--- config.mk ---
export PLATFORM = sky130hd
export DESIGN_NAME = spi_rst_seq
export DESIGN_NICKNAME = d
export VERILOG_FILES = /design/src/rtl/spi_rst_seq_pkg.sv /design/src/rtl/srs_sync.sv /design/src/rtl/srs_hold_det.sv /design/src/rtl/srs_phase_seq.sv /design/src/rtl/srs_shift.sv /design/src/rtl/spi_rst_seq.sv
export SDC_FILE = /design/constraint.sdc
export NUM_CORES = 1
export LEC_CHECK = 0
export ABC_AREA = 1
export BUFFER_PORTS_ARGS = -buffer_cell sky130_fd_sc_hd__buf_4
export CAP_MARGIN = 20
export CORE_MARGIN = 1
export CORE_UTILIZATION = 45
export CTS_CLUSTER_SIZE = 24
export DETAILED_ROUTE_END_ITERATION = 10
export GPL_TIMING_DRIVEN = 0
export PLACE_DENSITY_LB_ADDON = 0.05
export SLEW_MARGIN = 15
export SYNTH_ARGS = -nofsm -noshare
export SYNTH_HDL_FRONTEND = slang
export SYNTH_HIERARCHICAL = 1
export SYNTH_SLANG_ARGS = --single-unit
--- constraint.sdc ---
create_clock -name clk -period 1.54 [get_ports clk]
set_input_delay 0.077 -clock clk [delete_from_list [all_inputs] [get_ports clk]]
set_output_delay 0.077 -clock clk [all_outputs]
set_load 0.01 [all_outputs]
--- src/rtl/spi_rst_seq_pkg.sv ---
package spi_rst_seq_pkg;

    typedef enum logic [1:0] {
        PH_HIZ  = 2'd0,
        PH_STAB = 2'd1,
        PH_RUN  = 2'd2
    } phase_e;

    typedef struct packed {
        logic cs_n;
        logic sclk;
        logic din;
    } pin_s;

    localparam int unsigned HOLD_US = 512;
    localparam int unsigned HIZ_US  = 800;
    localparam int unsigned STAB_US = 3000;

    // Rounded cycle count for a duration in microseconds, scaled down by div.
    function automatic int unsigned us_to_cycles(int unsigned clk_hz,
                                                 int unsigned us,
                                                 int unsigned div);
        longint unsigned num;
        longint unsigned den;
        longint unsigned q;
        den = 64'(div) * 64'd1_000_000;
        num = 64'(clk_hz) * 64'(us) + den / 64'd2;
        q   = num / den;
        if (q == 64'd0) q = 64'd1;
        return q[31:0];
    endfunction

    function automatic int unsigned width_for(int unsigned n);
        return (n < 2) ? 1 : $clog2(n + 1);
    endfunction

endpackage

--- src/rtl/srs_sync.sv ---
module srs_sync #(
    parameter int unsigned W       = 3,
    parameter int unsigned STAGES  = 2,
    parameter logic [W-1:0] RST_VAL = '0
) (
    input  logic         clk,
    input  logic         rst,
    input  logic [W-1:0] d_i,
    output logic [W-1:0] q_o
);
    logic [W-1:0] stage_q [STAGES];

    always_ff @(posedge clk) begin
        if (rst) begin
            for (int k = 0; k < int'(STAGES); k++) stage_q[k] <= RST_VAL;
        end else begin
            stage_q[0] <= d_i;
            for (int k = 1; k < int'(STAGES); k++) stage_q[k] <= stage_q[k-1];
        end
    end

    assign q_o = stage_q[STAGES-1];
endmodule

--- src/rtl/srs_hold_det.sv ---
module srs_hold_det #(
    parameter int unsigned HOLD_CYC = 128,
    localparam int unsigned CW      = spi_rst_seq_pkg::width_for(HOLD_CYC)
) (
    input  logic          clk,
    input  logic          rst,
    input  logic          cs_n_s,
    input  logic          sclk_s,
    output logic          req_o,
    output logic [CW-1:0] cnt_o
);
    logic          cond;
    logic [CW-1:0] cnt_q;
    logic          req_q;

    assign cond = !cs_n_s && sclk_s;

    always_ff @(posedge clk) begin
        if (rst) begin
            cnt_q <= '0;
            req_q <= 1'b0;
        end else begin
            req_q <= cond && (cnt_q == CW'(HOLD_CYC - 1));
            if (!cond) begin
                cnt_q <= '0;
            end else if (cnt_q != CW'(HOLD_CYC)) begin
                cnt_q <= cnt_q + 1'b1;
            end
        end
    end

    assign req_o = req_q;
    assign cnt_o = cnt_q;
endmodule

--- src/rtl/srs_phase_seq.sv ---
module srs_phase_seq
    import spi_rst_seq_pkg::*;
#(
    parameter int unsigned HIZ_CYC  = 200,
    parameter int unsigned STAB_CYC = 750,
    localparam int unsigned MAXC    = (HIZ_CYC > STAB_CYC) ? HIZ_CYC : STAB_CYC,
    localparam int unsigned TW      = width_for(MAXC)
) (
    input  logic   clk,
    input  logic   rst_i,
    output phase_e phase_o
);
    phase_e        ph_q;
    logic [TW-1:0] tmr_q;

    always_ff @(posedge clk) begin
        if (rst_i) begin
            ph_q  <= PH_HIZ;
            tmr_q <= '0;
        end else begin
            unique case (ph_q)
                PH_HIZ: begin
                    if (tmr_q == TW'(HIZ_CYC - 1)) begin
                        ph_q  <= PH_STAB;
                        tmr_q <= '0;
                    end else begin
                        tmr_q <= tmr_q + 1'b1;
                    end
                end
                PH_STAB: begin
                    if (tmr_q == TW'(STAB_CYC - 1)) begin
                        ph_q  <= PH_RUN;
                        tmr_q <= '0;
                    end else begin
                        tmr_q <= tmr_q + 1'b1;
                    end
                end
                default: begin
                    ph_q  <= PH_RUN;
                    tmr_q <= '0;
                end
            endcase
        end
    end

    assign phase_o = ph_q;
endmodule

--- src/rtl/srs_shift.sv ---
module srs_shift #(
    parameter int unsigned FRAME_W = 8,
    localparam int unsigned BW     = spi_rst_seq_pkg::width_for(FRAME_W)
) (
    input  logic               clk,
    input  logic               rst_i,
    input  logic               cs_n_s,
    input  logic               sclk_s,
    input  logic               din_s,
    input  logic               ready_i,
    input  logic               flag_i,
    input  logic [FRAME_W-2:0] payload_i,
    output logic               dout_bit_o,
    output logic [FRAME_W-1:0] rx_data_o,
    output logic               rx_valid_o
);
    logic               sclk_d, cs_d;
    logic               sclk_rise, sclk_fall, cs_fall;
    logic [FRAME_W-1:0] tx_sr, rx_sr, rx_word;
    logic [BW-1:0]      bit_cnt;
    logic               armed;
    logic               rx_valid_q;
    logic [FRAME_W-1:0] rx_data_q;

    assign sclk_rise = sclk_s && !sclk_d;
    assign sclk_fall = !sclk_s && sclk_d;
    assign cs_fall   = !cs_n_s && cs_d;
    assign rx_word   = {rx_sr[FRAME_W-2:0], din_s};

    always_ff @(posedge clk) begin
        if (rst_i) begin
            sclk_d     <= 1'b0;
            cs_d       <= 1'b1;
            tx_sr      <= '0;
            rx_sr      <= '0;
            bit_cnt    <= '0;
            armed      <= 1'b0;
            rx_valid_q <= 1'b0;
            rx_data_q  <= '0;
        end else begin
            sclk_d     <= sclk_s;
            cs_d       <= cs_n_s;
            rx_valid_q <= 1'b0;
            if (cs_n_s) begin
                bit_cnt <= '0;
                armed   <= 1'b0;
            end else begin
                if (cs_fall) begin
                    tx_sr <= {flag_i, payload_i};
                    armed <= ready_i;
                end else if (sclk_fall) begin
                    tx_sr <= {tx_sr[FRAME_W-2:0], 1'b0};
                end
                if (sclk_rise) begin
                    rx_sr <= rx_word;
                    if (bit_cnt == BW'(FRAME_W - 1)) begin
                        bit_cnt <= '0;
                        if (armed) begin
                            rx_valid_q <= 1'b1;
                            rx_data_q  <= rx_word;
                        end
                    end else begin
                        bit_cnt <= bit_cnt + 1'b1;
                    end
                end
            end
        end
    end

    assign dout_bit_o = tx_sr[FRAME_W-1];
    assign rx_data_o  = rx_data_q;
    assign rx_valid_o = rx_valid_q;
endmodule

--- src/rtl/spi_rst_seq.sv ---
module spi_rst_seq
    import spi_rst_seq_pkg::*;
#(
    parameter int unsigned CLK_HZ      = 250_000_000,
    parameter int unsigned TIME_DIV    = 1,
    parameter int unsigned FRAME_W     = 8,
    parameter int unsigned SYNC_STAGES = 2
) (
    input  logic               clk,
    input  logic               rst,
    input  logic               cs_n_i,
    input  logic               sclk_i,
    input  logic               din_i,
    input  logic [FRAME_W-2:0] tx_payload_i,
    output logic               dout_o,
    output logic               dout_oe_o,
    output logic               ready_o,
    output logic               rst_req_o,
    output logic [FRAME_W-1:0] rx_data_o,
    output logic               rx_valid_o
);
    localparam int unsigned HOLD_CYC = us_to_cycles(CLK_HZ, HOLD_US, TIME_DIV);
    localparam int unsigned HIZ_CYC  = us_to_cycles(CLK_HZ, HIZ_US, TIME_DIV);
    localparam int unsigned STAB_CYC = us_to_cycles(CLK_HZ, STAB_US, TIME_DIV);
    localparam int unsigned HCW      = width_for(HOLD_CYC);
    localparam int unsigned PW       = $bits(pin_s);
    localparam pin_s        PIN_IDLE = '{cs_n: 1'b1, sclk: 1'b0, din: 1'b0};

    pin_s            pin_raw, pin_q;
    logic [PW-1:0]   sync_vec;
    logic            hold_req;
    logic [HCW-1:0]  hold_cnt;
    logic            rst_int;
    phase_e          phase;
    logic            ready;
    logic            flag_q;
    logic            tx_bit;
    logic            rx_valid;

    assign pin_raw = '{cs_n: cs_n_i, sclk: sclk_i, din: din_i};

    srs_sync #(
        .W       (PW),
        .STAGES  (SYNC_STAGES),
        .RST_VAL (PIN_IDLE)
    ) u_sync (
        .clk (clk),
        .rst (rst),
        .d_i (pin_raw),
        .q_o (sync_vec)
    );

    assign pin_q = pin_s'(sync_vec);

    srs_hold_det #(
        .HOLD_CYC (HOLD_CYC)
    ) u_hold (
        .clk    (clk),
        .rst    (rst),
        .cs_n_s (pin_q.cs_n),
        .sclk_s (pin_q.sclk),
        .req_o  (hold_req),
        .cnt_o  (hold_cnt)
    );

    assign rst_int = rst || hold_req;

    srs_phase_seq #(
        .HIZ_CYC  (HIZ_CYC),
        .STAB_CYC (STAB_CYC)
    ) u_phase (
        .clk     (clk),
        .rst_i   (rst_int),
        .phase_o (phase)
    );

    assign ready = (phase == PH_RUN);

    srs_shift #(
        .FRAME_W (FRAME_W)
    ) u_shift (
        .clk        (clk),
        .rst_i      (rst_int),
        .cs_n_s     (pin_q.cs_n),
        .sclk_s     (pin_q.sclk),
        .din_s      (pin_q.din),
        .ready_i    (ready),
        .flag_i     (flag_q),
        .payload_i  (tx_payload_i),
        .dout_bit_o (tx_bit),
        .rx_data_o  (rx_data_o),
        .rx_valid_o (rx_valid)
    );

    // Reset-occurred flag: set by any reset, cleared by a ready-armed frame.
    always_ff @(posedge clk) begin
        if (rst_int)       flag_q <= 1'b1;
        else if (rx_valid) flag_q <= 1'b0;
    end

    always_comb begin
        unique case (phase)
            PH_HIZ: begin
                dout_o    = 1'b0;
                dout_oe_o = 1'b0;
            end
            PH_STAB: begin
                dout_o    = 1'b1;
                dout_oe_o = 1'b1;
            end
            default: begin
                dout_o    = tx_bit;
                dout_oe_o = !pin_q.cs_n;
            end
        endcase
    end

    assign ready_o    = ready;
    assign rst_req_o  = hold_req;
    assign rx_valid_o = rx_valid;
endmodule

==> flow_metrics.tcl, run 1 <==
set metrics [dict create \
    cts-root-buf "clkbuf_8" \
    start_util 0.467 \
    cts_buffer_depth 2 \
    drtIter0Drc 121 \
    wl_per_cell_um 11.0 \
    worstMarginPinSlew_ns 0.434 \
    status "finished clean" \
    holdPathStages 5 \
    yosys_warnings 6 \
    r2r_start "u_phase/tmr_q[0]$_SDFF_PP0_" \
    crit_top_cell "nand2_1" \
    slowest_stage "dfxtp_4" \
    yosysUniqueCellTypes 30 \
    criticalPathCategory "flip-flop to flip-flop" \
    ys.flop_type "dfxtp_1" \
    grt_pass1_wl_um 13600 \
    cp-end-kind "flip-flop" \
    grt.met1_usage 0.263 \
    seq_area_frac_synth 0.407 \
    worstSetupStartpoint "u_phase/tmr_q[0]$_SDFF_PP0_" \
    crit_path_max_fanout 10 \
    finalCriticalPeriod_ns 1.41 \
    cts.clk_slew.worst_paths_ns 0.08 \
    dp_hpwl_um 5720 \
    grt-ovfl-total 0 \
    max_freq_mhz 708 \
    setup-tns-final_ns 0 \
    crit_arrival_ns 1.65 \
    fin_util 0.549 \
    drtAntennaViolNets 0 \
    netlist_area_mm2 0.00384 \
    synth-edff-count 0 \
    syn-num-nets 575 \
    power_frac_clock 0.410 \
    p_int_w 0.00295 \
    fin_ws_ns 0.127 \
    critPathMaxStageDelay_ns 0.37 \
    gr-usage-met2 0.299 \
    ys_top_cells_by_count "nor2_1 (136), nand2_1 (128), dfxtp_1 (78)" \
    switching_share 0.234 \
    ioPinCount 25 \
    p_comb_frac 0.053 \
    pwr-share-seq 0.537 \
    grt.busiest_layer "met2" \
    cap_violations 0 \
    worstHoldPathType "primary input to flip-flop" \
    synth_cells 559 \
    gp_congestion 0.870 \
    synth_top_area_frac 0.407 \
    reg2reg_depth 9 \
    diodes 0 \
    antenna_found_initial 0 \
    avgSynthCellArea_um2 6.87 \
    grt_pass1_vias 3038 \
    die_w_um 94.4 \
    syn_to_final_growth_pct 17.4 \
    drc 0 \
    pre_cts_ws_ns -0.166 \
    core_area_mm2 0.00822 \
    hold_slack_ns 0.0787 \
    final_nets 623 \
    cts_buffers 9 \
    worst_setup_path_start_kind "flip-flop" \
    grtUsageTotal 0.194 \
    synth_top_cell_by_area "dfxtp_1" \
    fp.dieH_um 94.4 \
    cts_tree "yes" \
    hold_viol 0 \
    insertion_delay_ns 0.35 \
    setup_viol 0 \
    finalCritPeriodShare 0.917 \
    post_route_cells_drive_above_1_share 0.155 \
    postSynth.asyncResetShare 0 \
    grt_start_max_net_pins 15 \
    io_buffers 24 \
    peakVddDrop_v 0.000591 \
    htreeDepth 3 \
    crit_chain "ha_4, nand3_2, inv_2, nand3_1, nand2_1, nand2_1, nand2_2, buf_6, nor2_1" \
    max_slew_margin 0.709 \
    row_count 33 \
    dr.pass1.iters 4 \
    met3_usage 0.0330 \
    cts_sinks 78 \
    yosysMostFrequentCell "nor2_1" \
    worstPathRequired_ns 1.78 \
    leakage_nw 1.95 \
    via_count 3347 \
    drt-total-wl_um 7900 \
    hold_start "tx_payload_i[2]" \
    synthTopCellsByArea "dfxtp_1 (41%), nor2_1 (13%), nand2_1 (13%)" \
    p_switching_w 0.000900 \
    synth-seq-cells 78 \
    p_per_area_mw_per_mm2 853 \
    viasPerCell 4.67 \
    finClkSkew_ns 0.0114 \
    dieArea_mm2 0.00891 \
    slew_violations 0 \
]
## per-layer routing
metal | vias to the layer above | part of all wire
li1 | 1812 | -
met1 | 1476 | 0.52
met2 | 48 | 0.43
met3 | 11 | 0.034
met4 | 0 | 0.016
met5 | - | 0
## final cells by class
class                           instances  area (um^2)
Fill cell                             837         3710
Buffer                                 12          100
Inverter                               70          263
Clock buffer                           10          138
Multi-Input combinational cell        399         1940
Sequential cell                        78         1570
Timing Repair Buffer                   37          300
Tap cell                              105          131
Clock inverter                          6         70.1
## state kept, by name, indices dropped and copies added (netlist names), 2 cells and up
name	flops
u_phase/phase_o	2
u_shift/tx_sr	8
u_sync/stage_q	6
u_shift/bit_cnt	4
u_phase/tmr_q	20
u_shift/rx_data_o	8
u_shift/rx_sr	7
u_hold/cnt_o	17
## through the flow
stage	power, W	cells	area (um^2)
floorplan	0.00223	559	3840
global placement	0.00228	688	4150
detailed placement	0.00229	688	4150
CTS	0.00389	713	4460
global route	0.00402	717	4510
finish	0.00385	717	4510
## critical path: cells and delay by family (launching register included)
| kind | cells | cell delay, ns |
|---|---|---|
| adder cells (fa/ha/maj) | 1 | 0.17 |
| buffers and inverters | 2 | 0.25 |
| flip-flops | 1 | 0.37 |
| AND/OR/NAND/NOR | 6 | 0.52 |
## final timing paths
check	to	slack [ns]
max	u_phase/tmr_q[5]$_SDFF_PP0_	0.13
min	u_shift/tx_sr[2]$_SDFFE_PP0P_	0.08
max reg2reg	u_phase/tmr_q[5]$_SDFF_PP0_	0.13
min reg2reg	u_sync/stage_q[0][4]$_SDFF_PP0_	0.41
## cell families (layout without fill, tap and decap cells)
family / count (synthesis) / in the layout / synth area share
AO/OA/AOI/OAI: 34 / 34 / 0.0459
XOR/XNOR: 18 / 18 / 0.0411
adder cells (fa/ha/maj): 4 / 4 / 0.0130
buffers and inverters: 82 / 135 / 0.0932
flip-flops: 78 / 78 / 0.407
AND/OR/NAND/NOR: 343 / 343 / 0.400
## timing repair
action                                  CTS  global route
setup buffers                             0             4
gates resized for setup                   5             8
hold buffers                              9             0
endpoints found under the setup margin   29            37
hold endpoints to repair                  7             0
## power groups by stage
stage	Combinational [W]	Clock (W)	Sequential (W)
global placement	0.000173	0	0.00211
floorplan	0.000125	0	0.00211
detailed placement	0.000176	0	0.00211
CTS	0.000196	0.00163	0.00206
finish	0.000205	0.00158	0.00206
global route	0.000233	0.00171	0.00207
## cell usage in the layout, fill, tap and decap left out, types with 3 or more instances in the layout
cell / synthesis / routed
o21ai_0: 19 / 19
nand2_4: 3 / 3
nand2_2: 5 / 5
nand2_1: 128 / 128
dfxtp_1: 78 / 75
nor2_2: 7 / 7
nor3_1: 3 / 3
ha_1: 4 / 3
buf_6: 4 / 4
buf_4: 5 / 33
xor2_1: 14 / 14
xnor2_1: 4 / 4
inv_2: 5 / 7
nand3b_1: 7 / 7
inv_1: 65 / 63
a21oi_1: 14 / 14
dlygate4sd3_1: 0 / 9
nand4_1: 6 / 6
clkbuf_8: 0 / 10
nor2_1: 136 / 136
nand3_2: 3 / 4
nand3_1: 34 / 33
clkinvlp_4: 0 / 3
nor2_4: 5 / 5
Note: power is estimated with default switching activity, not from simulation.
==> run 2: changes to the inputs <==
--- a/config.mk
+++ b/config.mk
@@ -9,7 +9,7 @@
 export BUFFER_PORTS_ARGS = -buffer_cell sky130_fd_sc_hd__buf_4
 export CAP_MARGIN = 20
 export CORE_MARGIN = 1
-export CORE_UTILIZATION = 45
+export CORE_UTILIZATION = 50
 export CTS_CLUSTER_SIZE = 24
 export DETAILED_ROUTE_END_ITERATION = 10
 export GPL_TIMING_DRIVEN = 0
==> run 2 against run 1 <==
  * Clock-buffer cell count is the same
  * Routed wire length shrank 4.9%
  * Combinational power shrank 3%
  * Critical endpoint is now u_phase/tmr_q[16]$_SDFF_PP0_
  * Global-route usage grew 0.88 points
  * Sequential power is essentially flat
  * Final area grew 0.11%
  * Hold slack lost 0.0075 ns
  * Highest routed layer unchanged
==> flow_metrics.tcl, run 2 (synthesized netlist as in run 1, its figures left out) <==
set metrics [dict create \
    p_switching_w 0.000903 \
    p_per_area_mw_per_mm2 889 \
    reg2reg_slack_ns 0.11 \
    fp.dieH_um 89.6 \
    crit_buf_inv 2 \
    crit_chain "ha_4, nand3_2, inv_2, nand3_1, nand2_1, nand2_1, nand2_2, buf_6, nor2_1" \
    via_count 3336 \
    cp_top_family "simple AND/OR/NAND/NOR gates" \
    gp_congestion 0.916 \
    worst_setup_path_start_kind "flip-flop" \
    power_frac_clock 0.435 \
    ioPinCount 25 \
    start_util 0.524 \
    multi_input_area_mm2 0.00194 \
    viasPerCell 4.71 \
    drtIter0Drc 133 \
    dp_hpwl_um 5400 \
    diodes 0 \
    mostFrequentLayoutCell "nor2_1" \
    crit_path_max_fanout 10 \
    holdPathStages 5 \
    hold_path_end "u_shift/tx_sr[6]$_SDFFE_PP0P_" \
    dieArea_mm2 0.00803 \
    cts_setup_buffers 0 \
    slew_violations 0 \
    route.met2.wl_um 3240 \
    finalCritPeriodShare 0.928 \
    regMostFlops "u_phase/tmr_q" \
    r2r_start "u_phase/tmr_q[0]$_SDFF_PP0_" \
    finalCriticalPeriod_ns 1.43 \
    setup_viol 0 \
    cts_tree "yes" \
    leakage_nw 1.95 \
    syn_to_final_growth_pct 17.5 \
    crit_arrival_ns 1.66 \
    regArea_mm2 0.00157 \
    p_comb_frac 0.050 \
    wl_met3_um 202 \
    final_nets 621 \
    pwr-share-seq 0.515 \
    layout_common_cells "nor2_1 (135), nand2_1 (127), dfxtp_1 (77), inv_1 (63), nand3_1 (33)" \
    drtAntennaViolNets 0 \
    hold_slack_ns 0.0712 \
    worstPathRequired_ns 1.77 \
    die_w_um 89.6 \
    critPathMaxStageDelay_ns 0.39 \
    finClkSkew_ns 0.0126 \
    peakVddDrop_v 0.000453 \
    largest_register_ffs 20 \
    worstMarginPinSlew_ns 0.460 \
    drt-total-wl_um 7510 \
    io_buffers 24 \
    p_int_w 0.00311 \
    highest_layer "met4" \
    crit_top_cell "nand2_1" \
    dpl_cell_area_mm2 0.00414 \
    grt_pass1_vias 2904 \
    reg2reg_depth 9 \
    grtUsageTotal 0.202 \
    max_freq_mhz 700 \
    cts_buffers 9 \
    wl_per_cell_um 10.6 \
    cp-end-kind "flip-flop" \
    cts-root-buf "clkbuf_8" \
    cap_violations 0 \
    r2r-end "u_phase/tmr_q[16]$_SDFF_PP0_" \
    post_route_cells_drive_above_1_share 0.149 \
    status "finished clean" \
    cts_sinks 78 \
    max_slew_margin 0.692 \
    slowest_stage "dfxtp_4" \
    dr.pass1.iters 4 \
    hold_viol 0 \
    insertion_delay_ns 0.34 \
    drc 0 \
    fin_ws_ns 0.111 \
    final_cells 709 \
    htreeDepth 3 \
    power.total_w 0.00401 \
    cts_buffer_depth 2 \
    cts.clk_slew.worst_paths_ns 0.08 \
    switching_share 0.225 \
    row_count 31 \
    pre_cts_ws_ns -0.151 \
    n_fill_cell 692 \
    antenna_found_initial 0 \
    placed_cells 682 \
    met1_length_um 3960 \
    final_cell_area_mm2 0.00451 \
    criticalPathCategory "flip-flop to flip-flop" \
    grt-ovfl-total 0 \
    worstHoldPathType "primary input to flip-flop" \
    grt_pass1_wl_um 12600 \
    grt_start_max_net_pins 15 \
    core_area_mm2 0.00733 \
    hold_start "tx_payload_i[6]" \
]
-- run 2: changes by cell type in the layout (fill, tap and decap cells not counted) --
cell,previous run,this run
nor2_2,7,8
dfxtp_2,2,0
dlygate4sd3_1,9,11
nand2_1,128,127
clkbuf_4,1,0
dfxtp_1,75,77
clkbuf_2,1,2
nand2_2,5,6
clkinvlp_4,3,2
buf_4,33,29
bufinv_16,1,2
nor2_1,136,135
-- run 2: metal layers --
metal  GRT usage  vias to the layer above
met5           0                        -
met4      0.0823                        0
met3      0.0420                       11
met1       0.273                     1464
li1            -                     1814
met2       0.316                       47
-- run 2: worst max-delay path by stage --
stage / to / depth (start not counted) / start / slack (ns)
2_1_floorplan: u_phase/tmr_q[0]$_SDFF_PP0_ / 9 / u_phase/tmr_q[0]$_SDFF_PP0_ / 0.11
3_3_place_gp: u_phase/tmr_q[9]$_SDFF_PP0_ / 9 / u_phase/tmr_q[0]$_SDFF_PP0_ / -0.13
3_5_place_dp: u_phase/tmr_q[7]$_SDFF_PP0_ / 9 / u_phase/tmr_q[0]$_SDFF_PP0_ / -0.15
4_1_cts: u_phase/tmr_q[16]$_SDFF_PP0_ / 9 / u_phase/tmr_q[0]$_SDFF_PP0_ / 0.02
5_1_grt: u_phase/tmr_q[16]$_SDFF_PP0_ / 9 / u_phase/tmr_q[1]$_SDFF_PP0_ / -0.006
6_report: u_phase/tmr_q[16]$_SDFF_PP0_ / 9 / u_phase/tmr_q[0]$_SDFF_PP0_ / 0.11
-- run 2: timing repair --
item,in CTS,in global routing
hold endpoints to repair,8,0
resized for setup,5,6
setup endpoints to repair,25,31
hold buffers,11,0
-- run 2: layout make-up --
type,count,share of cell area
Timing Repair Buffer,35,0.0643
Clock buffer,10,0.0305
Inverter,70,0.0582
Multi-Input combinational cell,399,0.431
Clock inverter,6,0.0205
Sequential cell,78,0.347
Tap cell,99,0.0274
Buffer,12,0.0216
-- run 2: power groups by stage --
stage	Sequential (W)	Combinational, W	Clock (W)
detailed placement	0.00211	0.000175	0
floorplan	0.00211	0.000125	0
CTS	0.00206	0.000197	0.00181
global route	0.00207	0.000225	0.00191
global placement	0.00211	0.000173	0
finish	0.00207	0.000199	0.00175
-- run 2: tightest hold or removal path, delay by kind of cell --
kind | cells | cell delay [ns]
AND/OR/NAND/NOR | 4 | 0.22
buffers and inverters | 1 | 0.08
-- run 2: per-stage QoR --
| stage | utilization | setup TNS, ns |
|---|---|---|
| floorplan | - | 0 |
| global placement | 0.565 | -2.57 |
| detailed placement | 0.565 | -3.00 |
| CTS | 0.613 | 0 |
| global route | 0.616 | -0.00729 |
| finish | 0.616 | 0 |
==> run 3: changes to the inputs <==
--- a/config.mk
+++ b/config.mk
@@ -5,7 +5,7 @@
 export SDC_FILE = /design/constraint.sdc
 export NUM_CORES = 1
 export LEC_CHECK = 0
-export ABC_AREA = 1
+export ABC_AREA = 0
 export BUFFER_PORTS_ARGS = -buffer_cell sky130_fd_sc_hd__buf_4
 export CAP_MARGIN = 20
 export CORE_MARGIN = 1
==> run 3 against run 2 <==
  * The run now ends with setup timing left
  * Non-clock buffer count grew 20
  * Area after synthesis down 7.3%
  * Sequential share of layout area rose by 0.89 points
  * Register-to-register slack worse by 0.38 ns
  * Largest power group unchanged
==> flow_metrics.tcl, run 3 <==
set metrics [dict create \
    status "finished with violations" \
    violations "setup timing" \
    synth_top_cell_by_area "dfxtp_1" \
    power.total_w 0.00394 \
    gp_congestion 0.764 \
    ys_top_cells_by_count "dfxtp_1 (78), nor2_1 (33), mux2i_1 (26)" \
    worstMarginPinSlew_ns 0.467 \
    cap_violations 0 \
    insertion_delay_ns 0.35 \
    worst_setup_path_start_kind "flip-flop" \
    hold_slack_ns 0.0218 \
    grt-ovfl-total 0 \
    postSynth.asyncResetShare 0 \
    worstHoldPathType "primary input to flip-flop" \
    ys.flop_type "dfxtp_1" \
    reg2reg_depth 6 \
    reg2reg_slack_ns -0.27 \
    regMostFlops "u_phase/tmr_q" \
    final_cell_area_mm2 0.00446 \
    antenna_found_initial 0 \
    netlist_area_mm2 0.00356 \
    grtUsageTotal 0.201 \
    dr.pass1.iters 4 \
    via_count 2893 \
    r2r-end "u_phase/tmr_q[3]$_SDFF_PP0_" \
    cts_buffer_depth 2 \
    holdPathStages 3 \
    drc 0 \
    rsz0062_at_grt "yes" \
    syn-num-nets 396 \
    viasPerCell 5.36 \
    post_route_cells_drive_above_1_share 0.275 \
    cts.clk_slew.worst_paths_ns 0.09 \
    max_freq_mhz 551 \
    die_w_um 86.4 \
    ioPinCount 25 \
    cts_tree "yes" \
    placed_cells 500 \
    dp_hpwl_um 4570 \
    cts_sinks 78 \
    io_buffers 24 \
    finClkSkew_ns 0.00859 \
    syn_to_final_growth_pct 25.4 \
    yosysMostFrequentCell "dfxtp_1" \
    drtIter0Drc 127 \
    criticalPathCategory "flip-flop to flip-flop" \
    finalCritPeriodShare 1.18 \
    hold_start "tx_payload_i[2]" \
    r2r_start "u_phase/tmr_q[9]$_SDFF_PP0_" \
    finalCriticalPeriod_ns 1.81 \
    diodes 0 \
    fp.dieH_um 86.4 \
    cts_buffers 9 \
    slew_violations 0 \
    layout_common_cells "dfxtp_1 (63), buf_4 (43), nor2_1 (33), mux2i_1 (26)" \
    seq_area_frac_synth 0.439 \
    grt_pass1_vias 2641 \
    final_nets 455 \
    max_slew_margin 0.689 \
    p_per_area_mw_per_mm2 883 \
    row_count 30 \
    leakage_nw 1.55 \
    setup_viol 23 \
    crit_arrival_ns 2.05 \
    cp-end-kind "flip-flop" \
    yosysUniqueCellTypes 56 \
    htreeDepth 3 \
    synthTopCellsByArea "dfxtp_1 (44%), mux2i_1 (7.3%), nand2b_1 (4.0%)" \
    synth_top_area_frac 0.439 \
    core_area_mm2 0.00683 \
    grt_pass1_wl_um 11900 \
    dpl_cell_area_mm2 0.00386 \
    worstPathRequired_ns 1.77 \
    grt_start_max_net_pins 15 \
    synth-seq-cells 78 \
    drt-total-wl_um 7230 \
    synth_cells 380 \
    largest_register_ffs 20 \
    synth-edff-count 0 \
    start_util 0.521 \
    crit_path_max_fanout 10 \
    hold_viol 0 \
    fin_ws_ns -0.273 \
    final_cells 540 \
    peakVddDrop_v 0.000489 \
    dieArea_mm2 0.00746 \
    wl_per_cell_um 13.4 \
    drtAntennaViolNets 0 \
    cts-root-buf "clkbuf_8" \
    mostFrequentLayoutCell "dfxtp_1" \
    avgSynthCellArea_um2 9.37 \
    yosys_warnings 6 \
    pre_cts_ws_ns -0.522 \
    hold_path_end "u_shift/tx_sr[2]$_SDFFE_PP0P_" \
]
==> run 3: cell types whose count changed in the layout (fill, tap and decap cells not counted), sizes merged, moves of 8 or more <==
| cell | delta |
|---|---|
| o21ai | -10 |
| nor2 | -114 |
| buf | +19 |
| inv | -53 |
| nand3 | -24 |
| mux2i | +26 |
| or3 | +8 |
| or4 | +8 |
| nand2b | +23 |
| nor4 | +9 |
| nand2 | -113 |
| nor3 | +11 |
==> run 3: cell type report <==
| type | count | area [um^2] |
|---|---|---|
| multi-input cells | 266 | 1930 |
| flip-flops and latches | 78 | 1590 |
| plain buffers | 17 | 121 |
| fillers | 597 | 2370 |
| repair buffers | 50 | 412 |
| clock inverters | 6 | 93.8 |
| inverters | 17 | 63.8 |
| well taps | 96 | 120 |
| clock buffers | 10 | 138 |
==> run 3: cell families after synthesis <==
logic type      count (synthesis)  synth area share
mux                            27            0.0763
buf+inv                        36            0.0524
xor+xnor                       15            0.0369
simple gates                  179             0.298
compound gates                 41            0.0840
flops                          78             0.439
fa+ha+maj                       4            0.0141
==> run 3: metal layers <==
| layer | vias to the layer above | share of wire | GRT usage |
|---|---|---|---|
| li1 | 1469 | - | - |
| met1 | 1368 | 0.47 | 0.257 |
| met2 | 46 | 0.49 | 0.338 |
| met3 | 10 | 0.028 | 0.0343 |
| met4 | 0 | 0.013 | 0.0833 |
| met5 | - | 0 | 0 |
==> run 3: how the worst max path moves through the flow <==
stage | startpoint | cells past startpoint | endpoint
floorplan | u_phase/tmr_q[15]$_SDFF_PP0_ | 5 | u_phase/tmr_q[8]$_SDFF_PP0_
global placement | u_phase/tmr_q[15]$_SDFF_PP0_ | 5 | u_phase/tmr_q[3]$_SDFF_PP0_
detailed placement | u_phase/tmr_q[15]$_SDFF_PP0_ | 5 | u_phase/tmr_q[8]$_SDFF_PP0_
CTS | u_phase/tmr_q[15]$_SDFF_PP0_ | 6 | u_phase/tmr_q[3]$_SDFF_PP0_
global route | u_phase/tmr_q[15]$_SDFF_PP0_ | 6 | u_phase/tmr_q[3]$_SDFF_PP0_
finish | u_phase/tmr_q[9]$_SDFF_PP0_ | 6 | u_phase/tmr_q[3]$_SDFF_PP0_
==> run 3: power by group <==
| part | internal (W) | switching [W] | total (W) |
|---|---|---|---|
| logic | 0.0000837 | 0.0000705 | 0.000154 |
| clock network | 0.000968 | 0.000768 | 0.00174 |
| registers | 0.00204 | 0.0000153 | 0.00205 |
| total | 0.00309 | 0.000854 | 0.00394 |
==> run 3: worst max-delay path: stages (launching register included) <==
cell	delay [ns]
dfxtp_1	0.35
or3b_4	0.39
buf_4	0.16
nor4_4	0.18
a311o_1	0.36
buf_6	0.20
nor3_1	0.07
==> run 3: stage by stage <==
stage | util | TNS (ns)
finish | 0.653 | -5.19
global route | 0.653 | -5.94
CTS | 0.631 | -6.14
detailed placement | 0.565 | -10.01
global placement | 0.565 | -9.78
floorplan | - | -3.63
==> run 3: what timing repair did <==
action | CTS | global route
pin swaps | 7 | 12
hold buffers | 7 | 0
hold endpoints to repair | 6 | 0
endpoints found under the setup margin | 31 | 42
gates cloned | 1 | 1
gates resized for setup | 25 | 26
buffers inserted | 8 | 9
